**src/rtl/csel_adder.sv**
```systemverilog
module csel_adder #(
  parameter int W    = 64,
  parameter int NSEG = 9,
  parameter int SEG_W [NSEG] = '{4, 4, 5, 6, 7, 8, 9, 10, 11}
) (
  input  logic [W-1:0] a_i,
  input  logic [W-1:0] b_i,
  input  logic         cin_i,
  output logic [W-1:0] sum_o,
  output logic         cout_o
);

  function automatic int seg_lo(input int s);
    int acc;
    acc = 0;
    for (int k = 0; k < s; k++) acc += SEG_W[k];
    return acc;
  endfunction

  localparam int TOTAL = seg_lo(NSEG);

  if (TOTAL != W) begin : g_bad_widths
    $error("segment widths do not add up to the operand width");
  end

  logic [W-1:0] prop, gen;
  logic [NSEG:0] segc;

  assign prop    = a_i ^ b_i;
  assign gen     = a_i & b_i;
  assign segc[0] = cin_i;
  assign cout_o  = segc[NSEG];

  for (genvar s = 0; s < NSEG; s++) begin : g_seg
    localparam int LO = seg_lo(s);
    localparam int N  = SEG_W[s];

    logic [N:0]   c0;
    logic [N-1:0] s0;

    if (s == 0) begin : g_single
      assign c0[0] = segc[0];
      for (genvar i = 0; i < N; i++) begin : g_bit
        assign s0[i]   = prop[LO+i] ^ c0[i];
        assign c0[i+1] = gen[LO+i] | (prop[LO+i] & c0[i]);
      end
      assign sum_o[LO +: N] = s0;
      assign segc[1]        = c0[N];
    end else begin : g_pair
      logic [N:0]   c1;
      logic [N-1:0] s1;
      assign c0[0] = 1'b0;
      assign c1[0] = 1'b1;
      for (genvar i = 0; i < N; i++) begin : g_bit
        assign s0[i]   = prop[LO+i] ^ c0[i];
        assign s1[i]   = prop[LO+i] ^ c1[i];
        assign c0[i+1] = gen[LO+i] | (prop[LO+i] & c0[i]);
        assign c1[i+1] = gen[LO+i] | (prop[LO+i] & c1[i]);
      end
      assign sum_o[LO +: N] = segc[s] ? s1 : s0;
      assign segc[s+1]      = c0[N] | (c1[N] & segc[s]);
    end
  end

endmodule


```
**config.mk**
```make
export PLATFORM = sky130hd
export DESIGN_NAME = csel_adder
export DESIGN_NICKNAME = d
export VERILOG_FILES = /design/src/rtl/csel_adder.sv
export SDC_FILE = /design/constraint.sdc
export NUM_CORES = 1
export LEC_CHECK = 0
export CAP_MARGIN = 20
export CORE_AREA = 5 5 77 79
export DETAILED_ROUTE_END_ITERATION = 8
export DIE_AREA = 0 0 82 84
export DONT_BUFFER_PORTS = 1
export PLACE_DENSITY = 0.75
export SETUP_SLACK_MARGIN = 0.05
export SLEW_MARGIN = 20
export SYNTH_ARGS = -nofsm -noshare
export SYNTH_HDL_FRONTEND = slang
export SYNTH_SLANG_ARGS = --single-unit
```
**constraint.sdc**
```tcl
create_clock -name vclk -period 4.7
set_input_delay 0.47 -clock vclk [all_inputs]
set_output_delay 0.47 -clock vclk [all_outputs]
set_load 0.01 [all_outputs]
```
# --- Word-level counts from Yosys, hierarchy flattened ---
# Cells that the tools add are included.
word_totals:
  latch_bits: 0
  elab_cells: 366
  romBits: 0
  ram_bits: 0
  memories: 0
  out_inout_bits: 65
  reg_bits: 0
  input_bits: 129
op_classes:
  muxes: 8
  bitwise: 358
  add_sub_neg: 0
  n_eq_ne: 0
  div_mod_pow: 0
  shifts: 0
  n_reduce_logical: 0
  n_lt_le_gt_ge: 0
  mul: 0
op_table:
  columns: ["operator", "count"]
  rows:
  - ["1-bit OR", 124]
  - ["1-bit bitwise AND", 116]
  - ["1-bit bitwise XOR", 108]
  - ["64-bit bitwise AND", 1]
  - ["64-bit bitwise XOR", 1]
  - ["11-bit two-way mux", 1]
  - ["10-bit two-way mux", 1]
  - ["9-bit two-way mux", 1]
  - ["8-bit two-way mux", 1]
  - ["1-bit inverter", 8]
  - ["7-bit two-way mux", 1]
  - ["6-bit two-way mux", 1]
  - ["5-bit two-way mux", 1]
  - ["4-bit two-way mux", 1]

# --- Depth between registers and ports, before layout ---
# Gate-level depths: netlist (run 1).
logic_depth:
  depth_word: 25
  ltp_mapped: 16
  mapped_depth_nobuf: 16

# --- Worst setup path before layout (run 1) ---
# OpenSTA, ideal clock, no wires.
synth_path:
  path_kind: "input-to-output"
  start: "input a_i[0]"
  end: "output sum_o[49]"
  setup_slack_ps: -94
  t_required_ps: 4230
  n_path_buf: 0
  arrival_ps: 4324
  cell_stages: 16
  path_cell_list: "inv_1 fa_1 inv_1 fa_1 fa_1 fa_1 nand2b_1 a21oi_1 o31a_1 or4b_1 a31o_2 o211a_1 a311o_1 and2_4 o41ai_2 xnor2_1"
synth_between:
  elab_chain_cells: 22
  elab_cells_between_ends: 23
  classes_between: "mux (1); bitwise (22)"
synth_lines:
  columns: ["element", "line", "text"]
  rows:
  - ["from (decl)", "6", "input logic [W-1:0] a_i,"]
  - ["64-bit bitwise XOR", "29", "assign prop = a_i ^ b_i;"]
  - ["1-bit bitwise AND", "45", "assign c0[i+1] = gen[LO+i] | (prop[LO+i] & c0[i]);"]
  - ["1-bit OR (*)", "45", null]
  - ["1-bit bitwise AND (*)", "45", null]
  - ["1-bit OR (*)", "45", null]
  - ["1-bit bitwise AND (*)", "45", null]
  - ["1-bit OR (*)", "45", null]
  - ["1-bit bitwise AND (*)", "45", null]
  - ["(+6 left out)", null, null]
  - ["1-bit OR (*)", "61", "assign segc[s+1] = c0[N] | (c1[N] & segc[s]);"]
  - ["1-bit bitwise AND (*)", "61", null]
  - ["1-bit OR (*)", "61", null]
  - ["1-bit bitwise AND (*)", "61", null]
  - ["1-bit OR (*)", "61", null]
  - ["1-bit bitwise AND (*)", "61", null]
  - ["1-bit OR (*)", "61", null]
  - ["10-bit two-way mux (*)", "60", "assign sum_o[LO +: N] = segc[s] ? s1 : s0;"]
  - ["to (decl)", "9", "output logic [W-1:0] sum_o,"]
# Mark *: on every way between the ends. The rest lies on a longest branch, timed or not.

# --- Worst setup path in the final report (run 1) ---
layout_path:
  start: "input a_i[0]"
  end: "output sum_o[39]"
layout_between:
  elab_chain_cells: 20
  elab_cells_between_ends: 21
  classes_between: "mux (1); bitwise (20)"
layout_lines:
  columns: ["element", "line"]
  rows:
  - ["64-bit bitwise XOR", "29"]
  - ["1-bit bitwise AND", "45"]
  - ["1-bit OR (*)", "45"]
  - ["1-bit bitwise AND (*)", "45"]
  - ["1-bit OR (*)", "45"]
  - ["1-bit bitwise AND (*)", "45"]
  - ["1-bit OR (*)", "45"]
  - ["1-bit bitwise AND (*)", "45"]
  - ["(+4 left out)", null]
  - ["1-bit OR (*)", "61"]
  - ["1-bit bitwise AND (*)", "61"]
  - ["1-bit OR (*)", "61"]
  - ["1-bit bitwise AND (*)", "61"]
  - ["1-bit OR (*)", "61"]
  - ["1-bit bitwise AND (*)", "61"]
  - ["1-bit OR (*)", "61"]
  - ["9-bit two-way mux (*)", "60"]
# Marks and branches as above.

==> out/metrics.cfg, run 1 <==
[status]
status=finished with violations
violations=setup timing

[place]
gp_congestion=0.8714
placed_area_um2=3201
dp.cells=487
hpwl_um=7096
io_buffers=0
post-place-ws_ns=-0.1584

[yosys]
yosysWarnings=0
yosysTopAreaCell=ha_1
synthesis.area_um2=2899
postSynthCellCount=391
synth.mux.area_fraction_pct=3.194
syn-num-nets=592
synth_top_family_by_area=adder cells
yosysSeqAreaShare_pct=0
synth-xor-area-share_pct=14.80
synth_compound_area_share_pct=27.84
netlist_top_cells_area=ha_1 (29%), xnor2_1 (8.2%), a21oi_1 (6.7%)
syn_avg_cell_area_um2=7.414
yosysTopAreaCellShare_pct=29.35
synth_cell_type_count=49
synth_simple_gate_area_share_pct=17.65
synth_fa_ha_area_share_pct=32.11

[layout]
area_growth_syn_to_layout_pct=20.03
diodes=0
nClkBuffers=0
ff_latch_area_um2=0
layout-drive-gt1-share_pct=17.38
final_cell_area_um2=3480
nets=623
seq_cells=0
finalNonFillerCells=492

[critical_path]
crit_top_cell=fa_2
worst_path_dominant_cell_family=adder cells
cp.arrival_ns=4.25
worst_setup_path_end_kind=primary output
crit_path_max_fanout=4
critPathBufInv=3
cp_data_required_time_ns=4.23
crit_type=in2out
critPathLaunchType=input pin
cp.depth=17
slowest_delay_ns=0.52
cp_slowest_cell=or4b_4
crit_chain=clkinv_16 > fa_2 > inv_2 > fa_2 > fa_2 > fa_2 > nand2b_4 > a21oi_2 > o31a_1 > or4b_4 > a31o_4 > buf_12 > a21bo_4 > mux2_4 > a211oi_4 > o21bai_1 > xor2_1
crit_path_start=a_i[0]
critPathCapture=sum_o[39]

[power]
seqPwrFrac_pct=0
p_clk_share_pct=0
sw_frac_of_total_pct=56.31
fin_total_pwr_uw=628.9
power.density_nw_per_um2=180.7
irDropWorstVdd_v=0.00007674
p_int_uw=274.8
p_comb_share_pct=100.0
p_switching_uw=354.1
p_leak_uw=0.001633

[route]
drt-initial-drc-count=88
viasPerCell=6.033
drc=0
dr.pass1.iters=4
vias=2968
ant_nets=0
wirelength_um=8358
wire_per_inst_um=16.99

[sta]
setup_viol=1
holdWs_ns=1.153
max_freq_mhz=211.7
tightest_slew_ns=0.5477
rsz0062_at_grt=true
final.setup.worst_slack_ns=-0.02378
slew_viol_final=0
relSlewSlack_pct=62.54
period_minus_slack_ns=4.724
hold_violations=0
fin_crit_sh_pct=100.5

[clocking]
hold_buffers=0

[floorplan]
die_w_um=82
design.die.area_um2=6888
rows=27
fp.coreArea_um2=5270
initial_core_util_pct=55.01
die_y_um=84
pin_count=194

[grt]
grt-ovfl-total=0
antenna_found_initial=0
grt_usage_pct=21.16
grt_first_pass_wirelength_um=12270
grt_pass1_vias=2858
use_met1_pct=21.69
grt_max_degree=8
grt_util_met2_pct=42.32
busiest_layer=met2
met3_usage_pct=4.644

[hold_path]
hold_class=in2out

[job]
cap_violations=0

[placed cells by master, fill, tap and decap left out, types with 6 or more instances in the layout]
cell type,Yosys,final
ha_1,68,68
o21a_1,9,9
o21ai_0,19,16
xnor2_1,27,21
inv_1,34,30
a21oi_1,39,33
xor2_1,22,19
nor3_1,11,10
o21bai_1,7,7
nand2_1,21,20
buf_4,0,27
a21o_1,6,6
a21oi_2,0,6
nand2b_1,13,12
nor2_1,36,36
o211ai_1,7,7
nor2b_1,8,7
[cell families (layout without fill, tap and decap cells)]
logic type               Yosys count  in the layout
XOR/XNOR                          49             49
AND/OR/NAND/NOR                  106            106
buffers and inverters             34             63
adder cells (fa/ha/maj)           72             72
multiplexers                       9              9
AO/OA/AOI/OAI                    121            121
[power groups by stage]
| stage | Clock (uW) | Sequential, uW | Combinational [uW] |
|---|---|---|---|
| 2_1_floorplan | 0 | 0 | 430 |
| 3_3_place_gp | 0 | 0 | 549 |
| 3_5_place_dp | 0 | 0 | 561 |
| 4_1_cts | 0 | 0 | 583 |
| 5_1_grt | 0 | 0 | 684 |
| 6_report | 0 | 0 | 629 |
[cell usage after synthesis, drive strengths merged (5+ instances only)]
library cell   n
a21oi         39
xnor2         27
nor3          11
o21bai         7
ha            68
o21ai         22
nor2          36
nand2         21
xor2          22
inv           34
a21o           6
o211ai         7
nand2b        13
o21a           9
nor2b          8
nand3          5
a31oi          6
mux2i          7
[per-layer routing]
| layer | routed length (um) | up-vias |
|---|---|---|
| met4 | 112 | 0 |
| met3 | 715 | 12 |
| met2 | 4528 | 132 |
| met5 | 0 | - |
| met1 | 3001 | 1350 |
| li1 | - | 1474 |
[worst min-delay path by stage]
stage / slack, ns / depth (start not counted) / to / from
after global placement: 1.14 / 1 / sum_o[1] / b_i[1]
after detailed placement: 1.14 / 1 / sum_o[2] / b_i[2]
after floorplan: 1.13 / 1 / sum_o[1] / b_i[1]
after global routing: 1.16 / 1 / sum_o[1] / b_i[1]
final: 1.15 / 1 / sum_o[3] / b_i[3]
after CTS: 1.15 / 1 / sum_o[2] / b_i[2]
[area by class of cell]
cell class | instances | area [um2]
repair buffers | 29 | 234.0
inverters | 34 | 168.9
well taps | 72 | 90.09
fillers | 461 | 1790
multi-input cells | 357 | 2987
[per-stage QoR]
step	util (%)	TNS (ns)
CTS	62.73	0
finish	66.03	-0.02378
global route	66.03	-0.3972
global placement	60.73	-0.3205
floorplan	-	0
detailed placement	60.73	-1.238
[timing repair]
| action | CTS | global route |
|---|---|---|
| gates resized for setup | 26 | 28 |
| buffers inserted | 1 | 5 |
| endpoints found under the setup margin | 26 | 30 |
| pin swaps | 8 | 11 |
Power figures use the tool's default switching activity.
==> run 2: changes to the inputs <==
--- a/config.mk
+++ b/config.mk
@@ -6,11 +6,13 @@
 export NUM_CORES = 1
 export LEC_CHECK = 0
 export CAP_MARGIN = 20
-export CORE_AREA = 5 5 77 79
+export CELL_PAD_IN_SITES_DETAIL_PLACEMENT = 0
+export CELL_PAD_IN_SITES_GLOBAL_PLACEMENT = 1
+export CORE_AREA = 2 2 88 90
 export DETAILED_ROUTE_END_ITERATION = 8
-export DIE_AREA = 0 0 82 84
+export DIE_AREA = 0 0 90 92
 export DONT_BUFFER_PORTS = 1
-export PLACE_DENSITY = 0.75
+export PLACE_DENSITY_LB_ADDON = 0.1
 export SETUP_SLACK_MARGIN = 0.05
 export SLEW_MARGIN = 20
 export SYNTH_ARGS = -nofsm -noshare
==> constraint.sdc (replaced) <==
create_clock -name vclk -period 4.7
set_input_delay 1.175 -clock vclk [all_inputs]
set_output_delay 1.175 -clock vclk [all_outputs]
set_load 0.01 [all_outputs]
==> run 2 against run 1 <==
Compared with the run above:
- the run still ends with setup timing left
- utilization decreased by 3.0 points
- count of clock-buffer cells in the layout unchanged
- flip-flop and latch count unchanged
- largest cell class unchanged
- largest power group unchanged
==> out/metrics.cfg, run 2 (synthesis results as in run 1) <==
[floorplan]
initial_core_util_pct=38.93
rows=32
fp.coreArea_um2=7447
pin_count=194
die_w_um=90
die_y_um=92
design.die.area_um2=8280

[layout]
area_growth_syn_to_layout_pct=61.98
fin_util_pct=63.05
nets=703
mostFrequentLayoutCell=buf_4
layout_common_cells=buf_4 (93), ha_1 (68), inv_1 (30)
seq_cells=0
fillerInstances=674
final_cell_area_um2=4696
multi_input_area_um2=3521
nClkBuffers=0
layout-drive-gt1-share_pct=42.00
ff_latch_area_um2=0
diodes=0

[critical_path]
worst_setup_path_end_kind=primary output
cp_data_required_time_ns=3.52
cp.arrival_ns=4.89
crit_type=in2out
crit_path_max_fanout=4
critPathLaunchType=input pin

[power]
p_leak_uw=0.002198
irDropWorstVdd_v=0.0001006
p_int_uw=437.3
power.density_nw_per_um2=185.2
sw_frac_of_total_pct=49.72
seqPwrFrac_pct=0
p_clk_share_pct=0
p_switching_uw=432.4
p_comb_share_pct=100.0

[hold_path]
min_from=b_i[3]
hold_class=in2out
holdPathEnd=sum_o[3]
min_path_cells=1

[route]
wl_met1_um=3066
vias=3224
ant_nets=0
wire_per_inst_um=14.39
dr.pass1.iters=4
dr_wl_met2_um=4886
drc=0
wl_met3_um=614
viasPerCell=5.355
drt-initial-drc-count=63
wirelength_um=8660
topRoutingLayerUsed=met4

[grt]
grt-ovfl-total=0
grt_first_pass_wirelength_um=13580
grt_usage_pct=18.62
antenna_found_initial=0
grt_max_degree=8
grt_pass1_vias=3237

[sta]
hold_violations=0
fin_crit_sh_pct=129.0
period_minus_slack_ns=6.063
slew_viol_final=0
setup_tns_ns=-53.50
tightest_slew_ns=0.5455
relSlewSlack_pct=63.25
final.setup.worst_slack_ns=-1.363
rsz0062_at_grt=true
setup_viol=55
max_freq_mhz=164.9

[place]
io_buffers=0
placed_area_um2=3859
hpwl_um=7084
gp_congestion=0.8429

[clocking]
hold_buffers=0

[status]
violations=setup timing
status=finished with violations

[job]
cap_violations=0

run 2: cell types whose count changed in the layout (fill, tap and decap cells not counted), sizes merged:
cell  change
buf      +80
run 2: final cells by class:
| type | count | share of cell area (%) |
|---|---|---|
| Timing Repair Buffer | 109 | 18.71 |
| Tap cell | 102 | 2.718 |
| Inverter | 34 | 3.597 |
| Multi-Input combinational cell | 357 | 74.98 |
run 2: timing repair:
action,in CTS,in global routing
gates resized for setup,62,65
pin swaps,24,34
buffers inserted,8,9
setup endpoints to repair,57,58
run 2: worst max-delay path by stage:
stage / from / endpoint / cells after the start
floorplan: a_i[0] / sum_o[49] / 16
global placement: a_i[0] / sum_o[47] / 17
finish: a_i[0] / sum_o[29] / 20
global route: a_i[0] / sum_o[47] / 17
CTS: a_i[0] / sum_o[47] / 17
detailed placement: a_i[0] / sum_o[47] / 17
run 2: worst max-delay path, cell delays in order:
cell       delay, ns
clkinv_16       0.02
fa_2            0.18
inv_2           0.04
fa_2            0.33
fa_2            0.34
fa_2            0.34
nand2b_1        0.11
a21oi_2         0.06
o31a_1          0.26
or4b_4          0.52
a31o_4          0.27
buf_4           0.14
buf_6           0.12
mux2i_4         0.18
a21oi_2         0.21
buf_4           0.15
nor2b_1         0.04
nor2_1          0.11
xnor2_1         0.13
buf_4           0.14
run 2: power groups by stage:
| stage | Sequential [uW] | Combinational (uW) | Clock, uW |
|---|---|---|---|
| final | 0 | 870 | 0 |
| after global placement | 0 | 656 | 0 |
| after floorplan | 0 | 451 | 0 |
| after global routing | 0 | 941 | 0 |
| after CTS | 0 | 772 | 0 |
| after detailed placement | 0 | 664 | 0 |
run 2: routing by layer:
layer  vias to the layer above  global-route usage, %
met5                         -                      0
met4                         0                  2.308
met3                         8                  4.601
met2                        98                  38.22
met1                      1494                  19.33
li1                       1624                      -
run 2: through the flow:
| stage | setup WS [ns] | std cells | hold WS [ns] | power [uW] |
|---|---|---|---|---|
| after floorplan | -1.223 | 391 | 2.556 | 451.5 |
| after global placement | -1.326 | 587 | 2.562 | 656.5 |
| after detailed placement | -1.372 | 587 | 2.560 | 664.5 |
| after CTS | -1.376 | 595 | 2.560 | 771.6 |
| after global routing | -1.526 | 602 | 2.561 | 941.4 |
| final | -1.363 | 602 | 2.559 | 869.7 |
